<file path="config.mk">
export PLATFORM = sky130hd
export DESIGN_NAME = sync_ser_tx
export DESIGN_NICKNAME = d
export VERILOG_FILES = /design/src/rtl/sstx_pkg.sv /design/src/rtl/sstx_cfg.sv /design/src/rtl/sstx_fsm.sv /design/src/rtl/sstx_sckgen.sv /design/src/rtl/sync_ser_tx.sv
export SDC_FILE = /design/constraint.sdc
export NUM_CORES = 1
export LEC_CHECK = 0
export BUFFER_PORTS_ARGS = -buffer_cell sky130_fd_sc_hd__buf_4
export CAP_MARGIN = 40
export CORE_MARGIN = 2
export CORE_UTILIZATION = 55
export DETAILED_ROUTE_END_ITERATION = 8
export PLACE_DENSITY = 0.81
export RECOVER_POWER = 25
export SYNTH_ARGS = -nofsm -noshare
export SYNTH_HDL_FRONTEND = slang
export SYNTH_SLANG_ARGS = --single-unit
</file>
<file path="constraint.sdc">
create_clock -name clk -period 4.91 [get_ports clk]
set_clock_uncertainty 0.2 [all_clocks]
set_input_delay 0.982 -clock clk [delete_from_list [all_inputs] [get_ports clk]]
set_output_delay 0.982 -clock clk [all_outputs]
set_load 0.05 [all_outputs]
</file>
<file path="src/rtl/sstx_pkg.sv">
package sstx_pkg;

    typedef enum logic [1:0] {
        ST_IDLE  = 2'd0,
        ST_START = 2'd1,
        ST_DATA  = 2'd2,
        ST_STOP  = 2'd3
    } tx_state_e;

    typedef enum logic [1:0] {
        STOP_ONE  = 2'b00,
        STOP_HALF = 2'b01,
        STOP_TWO  = 2'b10,
        STOP_ONEH = 2'b11
    } stop_sel_e;

    typedef struct packed {
        logic      wlen9;
        stop_sel_e stop;
        logic      ck_en;
        logic      cpol;
        logic      cpha;
        logic      last;
    } tx_cfg_t;

    localparam tx_cfg_t CFG_RESET = '{
        wlen9: 1'b0,
        stop:  STOP_ONE,
        ck_en: 1'b0,
        cpol:  1'b0,
        cpha:  1'b0,
        last:  1'b0
    };

endpackage

</file>
<file path="src/rtl/sstx_cfg.sv">
module sstx_cfg
    import sstx_pkg::*;
(
    input  logic    clk,
    input  logic    rst_n,
    input  logic    we,
    input  logic    lock,
    input  tx_cfg_t cfg_in,
    output tx_cfg_t cfg_q
);

    always_ff @(posedge clk or negedge rst_n) begin
        if (!rst_n) begin
            cfg_q <= CFG_RESET;
        end else if (we && !lock) begin
            cfg_q <= cfg_in;
        end
    end

    AST_CFG_LOCKED: assert property (@(posedge clk) disable iff (!rst_n)
        lock |=> $stable(cfg_q));

endmodule

</file>
<file path="src/rtl/sstx_fsm.sv">
module sstx_fsm
    import sstx_pkg::*;
#(
    parameter int DATA_W    = 9,
    parameter int BIT_TICKS = 16
) (
    input  logic              clk,
    input  logic              rst_n,
    input  logic              en,
    input  logic              tick,
    input  tx_cfg_t           cfg,
    input  logic [DATA_W-1:0] data,
    input  logic              valid,
    output logic              ready,
    output logic              busy,
    output tx_state_e         state,
    output logic [$clog2(2*BIT_TICKS)-1:0] cnt,
    output logic              last_bit,
    output logic              txd
);

    localparam int CNT_W = $clog2(2*BIT_TICKS);
    localparam int IDX_W = (DATA_W > 1) ? $clog2(DATA_W) : 1;
    localparam logic [CNT_W-1:0] END_BIT  = CNT_W'(BIT_TICKS - 1);
    localparam logic [CNT_W-1:0] END_HALF = CNT_W'(BIT_TICKS/2 - 1);
    localparam logic [CNT_W-1:0] END_TWO  = CNT_W'(2*BIT_TICKS - 1);
    localparam logic [CNT_W-1:0] END_ONEH = CNT_W'(BIT_TICKS + BIT_TICKS/2 - 1);
    localparam logic [IDX_W-1:0] IDX_LONG  = IDX_W'(DATA_W - 1);
    localparam logic [IDX_W-1:0] IDX_SHORT = IDX_W'(DATA_W - 2);

    tx_state_e         state_nx;
    logic [IDX_W-1:0]  bit_idx;
    logic [IDX_W-1:0]  idx_top;
    logic [CNT_W-1:0]  stop_end;
    logic [DATA_W-1:0] shreg;
    logic              accept;
    logic              bit_done;
    logic              stop_done;

    assign ready     = en && (state == ST_IDLE);
    assign accept    = ready && valid;
    assign idx_top   = cfg.wlen9 ? IDX_LONG : IDX_SHORT;
    assign last_bit  = (bit_idx == idx_top);
    assign bit_done  = tick && (cnt == END_BIT);
    assign stop_done = tick && (cnt == stop_end);

    always_comb begin
        unique case (cfg.stop)
            STOP_ONE:  stop_end = END_BIT;
            STOP_HALF: stop_end = END_HALF;
            STOP_TWO:  stop_end = END_TWO;
            STOP_ONEH: stop_end = END_ONEH;
            default:   stop_end = END_BIT;
        endcase
    end

    // next-state logic
    always_comb begin
        state_nx = state;
        unique case (state)
            ST_IDLE:  if (accept)               state_nx = ST_START;
            ST_START: if (bit_done)             state_nx = ST_DATA;
            ST_DATA:  if (bit_done && last_bit) state_nx = ST_STOP;
            ST_STOP:  if (stop_done)            state_nx = ST_IDLE;
            default:                            state_nx = ST_IDLE;
        endcase
    end

    // state register
    always_ff @(posedge clk or negedge rst_n) begin
        if (!rst_n) state <= ST_IDLE;
        else        state <= state_nx;
    end

    // tick counter, bit index and shift register
    always_ff @(posedge clk or negedge rst_n) begin
        if (!rst_n) begin
            cnt     <= '0;
            bit_idx <= '0;
            shreg   <= '0;
        end else begin
            unique case (state)
                ST_IDLE: begin
                    cnt     <= '0;
                    bit_idx <= '0;
                    if (accept) shreg <= data;
                end
                ST_START: begin
                    if (bit_done)  cnt <= '0;
                    else if (tick) cnt <= cnt + 1'b1;
                end
                ST_DATA: begin
                    if (bit_done) begin
                        cnt     <= '0;
                        bit_idx <= bit_idx + 1'b1;
                        shreg   <= {1'b0, shreg[DATA_W-1:1]};
                    end else if (tick) begin
                        cnt <= cnt + 1'b1;
                    end
                end
                ST_STOP: begin
                    if (stop_done) cnt <= '0;
                    else if (tick) cnt <= cnt + 1'b1;
                end
                default: cnt <= '0;
            endcase
        end
    end

    // outputs
    always_comb begin
        busy = (state != ST_IDLE);
        unique case (state)
            ST_IDLE:  txd = 1'b1;
            ST_START: txd = 1'b0;
            ST_DATA:  txd = shreg[0];
            ST_STOP:  txd = 1'b1;
            default:  txd = 1'b1;
        endcase
    end

    AST_CNT_RANGE: assert property (@(posedge clk) disable iff (!rst_n)
        (state == ST_DATA || state == ST_START) |-> (cnt <= END_BIT));
    AST_ACCEPT_BUSY: assert property (@(posedge clk) disable iff (!rst_n)
        accept |=> busy);

endmodule

</file>
<file path="src/rtl/sstx_sckgen.sv">
module sstx_sckgen
    import sstx_pkg::*;
#(
    parameter int BIT_TICKS = 16
) (
    input  tx_state_e                      state,
    input  logic [$clog2(2*BIT_TICKS)-1:0] cnt,
    input  logic                           last_bit,
    input  tx_cfg_t                        cfg,
    output logic                           sck
);

    localparam int CNT_W = $clog2(2*BIT_TICKS);
    localparam logic [CNT_W-1:0] HALF = CNT_W'(BIT_TICKS/2);

    logic second_half;
    logic active;
    logic pulse_ok;

    always_comb begin
        second_half = (cnt >= HALF);
        active      = cfg.cpha ? !second_half : second_half;
        pulse_ok    = cfg.ck_en && (state == ST_DATA) && (!last_bit || cfg.last);
        sck         = cfg.cpol ^ (pulse_ok && active);
    end

endmodule

</file>
<file path="src/rtl/sync_ser_tx.sv">
module sync_ser_tx
    import sstx_pkg::*;
#(
    parameter int DATA_W    = 9,
    parameter int BIT_TICKS = 16
) (
    input  logic              clk,
    input  logic              rst_n,
    input  logic              en,
    input  logic              baud_tick,
    input  logic              cfg_we,
    input  logic              cfg_wlen9,
    input  logic [1:0]        cfg_stop,
    input  logic              cfg_ck_en,
    input  logic              cfg_cpol,
    input  logic              cfg_cpha,
    input  logic              cfg_last,
    input  logic [DATA_W-1:0] tx_data,
    input  logic              tx_valid,
    output logic              tx_ready,
    output logic              txd,
    output logic              sck,
    output logic              busy
);

    localparam int CNT_W = $clog2(2*BIT_TICKS);

    tx_cfg_t    cfg_in;
    tx_cfg_t    cfg;
    tx_state_e  state;
    logic [CNT_W-1:0] cnt;
    logic       last_bit;

    always_comb begin
        cfg_in.wlen9 = cfg_wlen9;
        cfg_in.stop  = stop_sel_e'(cfg_stop);
        cfg_in.ck_en = cfg_ck_en;
        cfg_in.cpol  = cfg_cpol;
        cfg_in.cpha  = cfg_cpha;
        cfg_in.last  = cfg_last;
    end

    sstx_cfg u_cfg (
        .clk    (clk),
        .rst_n  (rst_n),
        .we     (cfg_we),
        .lock   (en | busy),
        .cfg_in (cfg_in),
        .cfg_q  (cfg)
    );

    sstx_fsm #(.DATA_W(DATA_W), .BIT_TICKS(BIT_TICKS)) u_fsm (
        .clk      (clk),
        .rst_n    (rst_n),
        .en       (en),
        .tick     (baud_tick),
        .cfg      (cfg),
        .data     (tx_data),
        .valid    (tx_valid),
        .ready    (tx_ready),
        .busy     (busy),
        .state    (state),
        .cnt      (cnt),
        .last_bit (last_bit),
        .txd      (txd)
    );

    sstx_sckgen #(.BIT_TICKS(BIT_TICKS)) u_sck (
        .state    (state),
        .cnt      (cnt),
        .last_bit (last_bit),
        .cfg      (cfg),
        .sck      (sck)
    );

    AST_READY_IDLE: assert property (@(posedge clk) disable iff (!rst_n)
        tx_ready |-> !busy);
    AST_START_LOW: assert property (@(posedge clk) disable iff (!rst_n)
        $rose(busy) |-> !txd);
    AST_END_HIGH: assert property (@(posedge clk) disable iff (!rst_n)
        $fell(busy) |-> ($past(txd) && txd));
    AST_SCK_QUIET: assert property (@(posedge clk) disable iff (!rst_n)
        (state == ST_START || state == ST_STOP || state == ST_IDLE) |-> (sck == cfg.cpol));
    AST_SCK_OFF: assert property (@(posedge clk) disable iff (!rst_n)
        !cfg.ck_en |-> (sck == cfg.cpol));

endmodule

</file>
* Yosys cells after proc, flatten, opt, wreduce, memory -nomap -nowiden
Index checks and enable logic that the tools add are counted.
** Word-level totals
- Flip-flop bits (word level) :: 27
- Bits of input ports :: 22
- Output and inout port bits :: 4
- Word-level logic and storage cells :: 69
** Operators by class
- $add $sub $neg :: 2
- $lt $le $gt $ge :: 1
- Equal/unequal tests :: 14
- Mux-type cells :: 18
- Bitwise operators :: 2
- Reduce and logical (&&, ||, !) cells :: 22
** Operator list (count)
- $pmux W5 S4 :: 1
- $mux W9 :: 2
- $pmux W9 S2 :: 1
- $mux W5 :: 3
- $pmux W5 S3 :: 1
- $ne A2 B1 Y1 const B :: 5
- $logic_and A1 B1 Y1 :: 9
- $eq A2 B2 Y1 const B :: 4
- $mux W2 :: 4
- $mux W4 :: 2
- $pmux W2 S4 :: 1
- $pmux W4 S2 :: 1
- $add A5 B1 Y5 const B :: 1
- $eq A5 B4 Y1 const B :: 1
- $eq A5 B5 Y1 :: 1
- $ge A5 B4 Y1 const B :: 1
- $add A4 B1 Y4 const B :: 1
- $eq A2 B1 Y1 const B :: 2
- $eq A4 B4 Y1 :: 1
- $logic_not A2 Y1 :: 2
- $reduce_and A4 Y1 :: 1
- $reduce_bool A2 Y1 :: 2
- $reduce_or A2 Y1 :: 2
- $logic_not A1 Y1 :: 3
- 7 further kinds :: 7

* Depth between registers and ports, before layout
Gate-level depths: netlist (run 1).
- Depth after elaboration :: 7
- Gate-level depth with buffers :: 8
- Depth with buffers taken out :: 7

* Modules after synthesis
From an unflattened synthesis (run 1), not the netlist that was laid out.
** Second synthesis, totals
- Cells, all modules :: 139
- Area, all modules :: 1566.5 µm²
** Modules (own cells, without submodules)
- sstx_fsm :: instances 1, cells each 116, area an instance 1213.7 µm², seq. area each 500.5 µm²
- sstx_cfg :: instances 1, cells each 16, area an instance 305.3 µm², seq. area each 175.2 µm²
- sstx_sckgen :: instances 1, cells each 6, area an instance 41.3 µm², seq. area each 0.0 µm²
- sync_ser_tx :: instances 1, cells each 1, area an instance 6.3 µm², seq. area each 0.0 µm²

* Worst setup path after synthesis (run 1)
No wires, ideal clock.
- Path type :: register to output
- From :: reg u_fsm.state[0]
- To :: out sck
- Arrival time :: 2.175 ns
- Required time :: 3.728 ns
- Slack :: 1.553 ns
- Stages on the path, launching flop included :: 7
- Buffers on the path :: 2
- Cell sequence :: dfrtp_1 -> inv_1 -> ha_1 -> buf_6 -> clkbuf_1 -> o2111ai_1 -> xnor2_1
** On the way
- Cells in the longest elaborated chain, start to end :: 5
** Ends and longest elaborated chain
- start: declaration :: line sstx_fsm.sv:16 : output tx_state_e state,
- start signal: assignment :: line sstx_fsm.sv:72 : else state <= state_nx;
- $eq A2 B2 Y1 :: line sstx_sckgen.sv:23 : pulse_ok = cfg.ck_en && (state == ST_DATA) && (!last_bit || cfg.last);
- $logic_and A1 B1 Y1 (2 in series) :: line sstx_sckgen.sv:23
- $logic_and A1 B1 Y1 :: line sstx_sckgen.sv:24 : sck = cfg.cpol ^ (pulse_ok && active);
- $xor A1 B1 Y1 :: line sstx_sckgen.sv:24
- end: declaration :: line sync_ser_tx.sv:22 : output logic sck,
No other way between the ends.

* Worst setup path after layout (run 1)
- From :: reg u_fsm.bit_idx[0]
- To :: out sck
** On the way
- Cells in the longest elaborated chain, start to end :: 6
** Ends and longest elaborated chain
- start: declaration :: line sstx_fsm.sv:32 : logic [IDX_W-1:0] bit_idx;
- start signal: assignment :: line sstx_fsm.sv:95 : bit_idx <= bit_idx + 1'b1;
- $eq A4 B4 Y1 :: line sstx_fsm.sv:43 : assign last_bit = (bit_idx == idx_top);
- $logic_not A1 Y1 :: line sstx_sckgen.sv:23
- $logic_or A1 B1 Y1 :: line sstx_sckgen.sv:23
- $logic_and A1 B1 Y1 :: line sstx_sckgen.sv:23
- $logic_and A1 B1 Y1 :: line sstx_sckgen.sv:24
- $xor A1 B1 Y1 :: line sstx_sckgen.sv:24
No other way between the ends.

==> metrics.txt, run 1 <==
TritonCTS clock tree done; Pleak 0.802 nW; Post-synth EDFFs 0; Hold EP u_cfg.cfg_q[3]; largest net degree at the start of global routing 28; Synth Area in Adders 0.0741; Die Area 3200 µm²; Mapped Nets 165; first-pass GRT wire length 5180 µm; Max-cap violations 0; Final WS setup 1750 ps; 1st-iter DRT viols 27; Via Count 1108; placed cell count 187; final setup fails 0; worst-path fanout max 5; Die Span Y 56.6 µm; PostCTS Resize Cnt 0; min Tclk post-route 3160 ps; die width 56.6 µm; clk root buf clkbuf_4; Vias/cell 5.80; Tightest Pin Transition 1440 ps; Starting Density 0.566; # fillers 209; share of cells above drive strength 1 0.281; critical path, cell by cell or3b_4, o32a_1, o2111ai_1, xnor2_1, buf_4; n_diodes 0; drt pass-1 iters 4; GRT Total Usage 0.205; number of I/O pins 26; hold_buf cts 0; Routed Antenna Nets 0; Synth Area in Compound Gates 0.140; RSZ-0062 raised after global routing false; Design Area, Final 1750 µm²; post-synthesis xor/xnor area fraction 0.0576; number of global-route vias before repair 1174; outcome finished clean; slowest cell delay on critical path 460 ps; initial antenna violation count 0; IO Port Bufs 25; Post-synth ARST share 1.00; max-slew violation count 0; clock sink count 27; Synth top area share 0.444; Top FF cell, synth dfrtp_1; Seq/Total Area, Yosys 0.444; non-filler instance count after layout 191; hold path depth 1; Avg Inst Size Synth 11.3 µm²; post-layout util 0.652; Yosys cell types 37; reg-to-reg setup timing slack 2610 ps; Top delay family on crit path flip-flops; WS Path Type register to primary output; RR Startpoint u_fsm.state[0]; Final nets 192; GP Congestion 0.761; crit start category register; Fin. Hold Viols 0; fin crit share 0.644; Detailed Place HPWL 2080 µm; Synth-to-Final Area Change 15.1%; Pwr Density 590 nW/µm²; Slowest-stage cell, CP dfrtp_1; post-route setup TNS 0 ps; worst-case reg-to-reg path depth 7; Reg-to-Reg End u_fsm.shreg[1]; type of the most critical hold path register to register; f_max 316 MHz; gr ovfl total 0; Yosys top cell by area dfrtp_1; Post-Syn Area 1520 µm²; clk slew on worst S/H paths 140 ps; top post-synthesis cells by area dfrtp_1, ha_1, mux2i_1; critical path arrival 1980 ps; Post-Route WL 2880 µm; mux cell area share after synthesis 0.128; pre-CTS setup slack 2130 ps; Synth Register Bits 27; simple logic cell fraction of the synthesized area 0.121; Skew-Pair Late Insertion Delay 320 ps; H-tree Lvls 1; core area 2690 µm²; Slew headroom 0.0370; YS warnings 0; std cell rows 19; Buf+Inv Stages, Crit Path 1; HP Start u_cfg.cfg_q[3]; worst-case clock buffer depth 2; largest family of logic cells by synthesized area compound AO/OA/AOI/OAI gates; number of post-CTS setup repair buffers 0; Post-Place Cell Area 1730 µm²; Critical Path End Type primary output; Remaining DRCs 0; Worst VDD drop 432 µV; TritonCTS Buffers 3; WL/cell 15.1 µm; Post-Syn Instances 134; required time of the critical path 3730 ps
## synth_stat cells, types with 2 or more instances
cell type	count
xor2_1	4
mux2_2	8
nor2_1	18
nand2_1	3
xnor2_1	6
a22o_1	3
inv_1	5
mux2i_1	9
buf_6	2
dfrtp_1	27
nand3_1	4
ha_1	9
a21oi_1	12
## layout make-up
| class | instances | area [µm²] | share of cell area |
|---|---|---|---|
| clock buffers | 4 | 26.3 | 0.0150 |
| flip-flops and latches | 27 | 676 | 0.386 |
| multi-input cells | 98 | 792 | 0.452 |
| inverters | 5 | 18.8 | 0.0107 |
| well taps | 31 | 38.8 | 0.0222 |
| repair buffers | 26 | 199 | 0.114 |
## cells in the final DEF, fill, tap and decap left out, types with 2 or more instances in the layout
master	n
a21oi_1	12
xnor2_1	6
xor2_1	4
clkbuf_1	2
mux2i_1	9
inv_1	5
ha_1	9
a22o_1	3
dfrtp_1	27
buf_4	24
clkbuf_4	3
nand3_1	4
nand2_1	3
nor2_1	18
mux2_2	8
## flip-flops by register name, summed over array words and instances (netlist names)
register / cells
u_cfg.cfg_q: 7
u_fsm.shreg: 9
u_fsm.cnt: 5
u_fsm.bit_idx: 4
u_fsm.state: 2
## cell families after synthesis
| logic type | after synthesis |
|---|---|
| compound gates | 26 |
| xor+xnor | 10 |
| fa+ha+maj | 9 |
| buf+inv | 9 |
| flops | 27 |
| mux | 18 |
| simple gates | 35 |
## per-stage QoR
step           power (mW)  hold slack [ps]
6_report             1.03              330
3_3_place_gp        0.895              286
4_1_cts              1.04              331
5_1_grt              1.11              351
2_1_floorplan       0.806              279
3_5_place_dp        0.935              299
## report_power, final
group	leakage, nW	internal, mW	switching, mW
sequential	0.332	0.308	0.0614
combinational	0.455	0.237	0.331
clock	0.0150	0.0319	0.0635
## routing by layer
metal	up-vias	part of all wire	track usage
li1	532	-	-
met3	7	0.034	0.0323
met4	0	0.023	0.0748
met2	29	0.48	0.339
met5	-	0	0
met1	540	0.46	0.272
## how the worst max path moves through the flow
stage / endpoint / from / cells past startpoint
6_report: sck / u_fsm.bit_idx[0] / 5
2_1_floorplan: sck / u_fsm.state[0] / 6
3_3_place_gp: sck / u_fsm.state[0] / 5
5_1_grt: sck / u_fsm.state[0] / 6
4_1_cts: sck / u_fsm.bit_idx[0] / 5
3_5_place_dp: sck / u_fsm.bit_idx[0] / 5
## worst register-to-register path: stages (launching register included)
cell,delay (ps)
dfrtp_1,450
inv_1,140
ha_1,290
buf_8,220
nor2_1,140
a211oi_4,560
nor2_1,90
a21oi_1,150
No activity file was read; power rests on OpenSTA's default activity.
==> run 2, diff against run 1 <==
Settings changed: CORE_UTILIZATION 55 to 50, PLACE_DENSITY 0.81 to 0.78.
Clock period 4.91 ns to 2.8 ns, I/O delays scaled along.
==> metrics.txt, run 2 (same netlist as run 1, synthesis figures left out) <==
Top Registers u_fsm.shreg x9, u_cfg.cfg_q x7, u_fsm.cnt x5; type of the most critical hold path input port to register; switch share 0.441 (about the same); worst-case reg-to-reg path depth 7 (unchanged); required time of the critical path 2040 ps (-1690 ps); core area 2980 µm² (+11%); 1st-iter DRT viols 15 (-44%); number of global-route vias before repair 1162 (-1.0%); GRT Total Usage 0.197 (-0.00849); # fillers 250 (+20%); Synth-to-Final Area Change 17.4%; Tightest Pin Transition 1450 ps (+1.71 ps); critical path arrival 1940 ps (-40 ps); post-route setup TNS 0 ps (unchanged); HP Start cfg_ck_en; worst-case clock buffer depth 2 (unchanged); min Tclk post-route 2700 ps; drt pass-1 iters 4 (unchanged); clock sink count 27 (unchanged); Die Area 3500 µm² (+9.3%); met3 routed WL 109 µm (+11%); GP Congestion 0.707 (-7.1%); clk slew on worst S/H paths 140 ps (about the same); max reg flops 9 (unchanged); clk root buf clkbuf_4; final setup fails 0 (unchanged); hold path depth 2 (+1); number of I/O pins 26 (unchanged); worst-path fanout max 4 (-1); M1 wire length 1230 µm (-6.3%); H-tree Lvls 1 (unchanged); gr ovfl total 0 (unchanged); die width 59.1 µm (+4.5%); Via Count 1072 (-3.2%); Clk pwr share 0.095 (+0.003); Die Span Y 59.1 µm (+4.5%); Int Pwr 1.02 mW (+76%); Design Area, Final 1790 µm² (+2.0%); Routed Antenna Nets 0 (unchanged); Pleak 0.825 nW (+2.8%); Detailed Place HPWL 2180 µm (+4.6%); Worst VDD drop 629 µV (+46%); outcome finished clean; RR Startpoint u_fsm.state[0]; TritonCTS Buffers 3 (unchanged); Vias/cell 5.47 (-5.7%); most frequent cells in the layout buf_4, dfrtp_1, nor2_1; fin crit share 0.964; WL/cell 14.7 µm (-2.6%); Post-Place Cell Area 1740 µm² (+0.58%); first-pass GRT wire length 5110 µm (-1.3%); WS Path Type register to primary output; met2 wire len 1490 µm (+7.0%); slowest cell delay on critical path 450 ps (about the same); Slowest-stage cell, CP dfrtp_1; crit start category register; post-layout util 0.600 (-0.0520); Remaining DRCs 0 (unchanged); Post-Route WL 2880 µm (unchanged); Reg-to-Reg End u_fsm.shreg[6]; sequential share of power 0.354 (-0.003); n_diodes 0 (unchanged); IO Port Bufs 25 (unchanged); Fin. Hold Viols 0 (unchanged); Pwr Density 1020 nW/µm² (+73%); std cell rows 20 (+1); RSZ-0062 raised after global routing false; max-slew violation count 0 (unchanged); reg-to-reg setup timing slack 510 ps (-2100 ps); share of cells above drive strength 1 0.307 (+0.0255); Skew-Pair Late Insertion Delay 340 ps (+20 ps); largest net degree at the start of global routing 28 (unchanged); Slew headroom 0.0359 (-0.00114); combinational cell fraction of total power 0.550 (about the same); f_max 370 MHz; Critical Path End Type primary output; initial antenna violation count 0 (unchanged); Final nets 195 (+1.6%); critical path, cell by cell or3b_4, o32a_1, o2111ai_2, xnor2_2, buf_4; Hold EP u_cfg.cfg_q[3]; Starting Density 0.511 (-0.0554); Max-cap violations 0 (unchanged); Highest Signal Layer met4; largest reg by FF count u_fsm.shreg; Net Sw Power 0.802 mW (+76%); TritonCTS clock tree done
## run 2: cell types whose count changed in the layout (fill, tap and decap cells not counted)
cell / previous run / this run
clkinv_2: 0 / 1
o2111ai_1: 1 / 0
clkbuf_1: 2 / 1
o2111ai_2: 0 / 1
xnor2_1: 6 / 5
xnor2_2: 0 / 1
buf_8: 1 / 0
buf_4: 24 / 27
dlygate4sd3_1: 0 / 1
## run 2: metrics by stage
stage	hold slack (ps)	total power, mW	std cells	worst slack (ps)
4_1_cts	228	1.83	195	11.4
5_1_grt	222	1.96	196	3.09
3_5_place_dp	298	1.65	190	430
2_1_floorplan	64.4	1.42	134	20.4
3_3_place_gp	288	1.60	190	445
6_report	242	1.82	196	100
## run 2: cell type report
class,count,area (µm²),share of cell area
multi-input cells,98,806,0.451
repair buffers,29,216,0.121
well taps,33,41.3,0.0231
flip-flops and latches,27,676,0.378
clock buffers,3,22.5,0.0126
clock inverters,1,5.00,0.00280
inverters,5,18.8,0.0105
## run 2: how the worst max path moves through the flow
stage	start	to
2_1_floorplan	u_fsm.state[0]	txd
3_3_place_gp	u_fsm.bit_idx[2]	sck
3_5_place_dp	u_fsm.bit_idx[2]	sck
4_1_cts	u_fsm.bit_idx[2]	sck
5_1_grt	u_fsm.bit_idx[0]	sck
6_report	u_fsm.bit_idx[2]	sck
## run 2: timing repair
action	CTS	global route
resized for setup	0	1
setup buffers	0	1
hold endpoints to repair	27	0
hold buffers	1	0
endpoints found under the setup margin	0	1
## run 2: routing by layer
layer,global-route usage,vias up
li1,-,531
met1,0.234,514
met2,0.349,22
met3,0.0415,5
met4,0.0682,0
met5,0,-
## run 2: power groups by stage
stage | logic [mW] | clock network [mW] | registers [mW]
2_1_floorplan | 0.800 | 0 | 0.623
5_1_grt | 1.10 | 0.197 | 0.662
3_5_place_dp | 0.999 | 0 | 0.651
6_report | 1.00 | 0.173 | 0.644
4_1_cts | 1.01 | 0.180 | 0.642
3_3_place_gp | 0.960 | 0 | 0.640
## run 2: critical path, delay by kind of cell, from the launching register on
kind,cells,cell delay [ps]
flops,1,450
simple gates,1,420
compound gates,2,400
buf+inv,1,210
xor+xnor,1,130
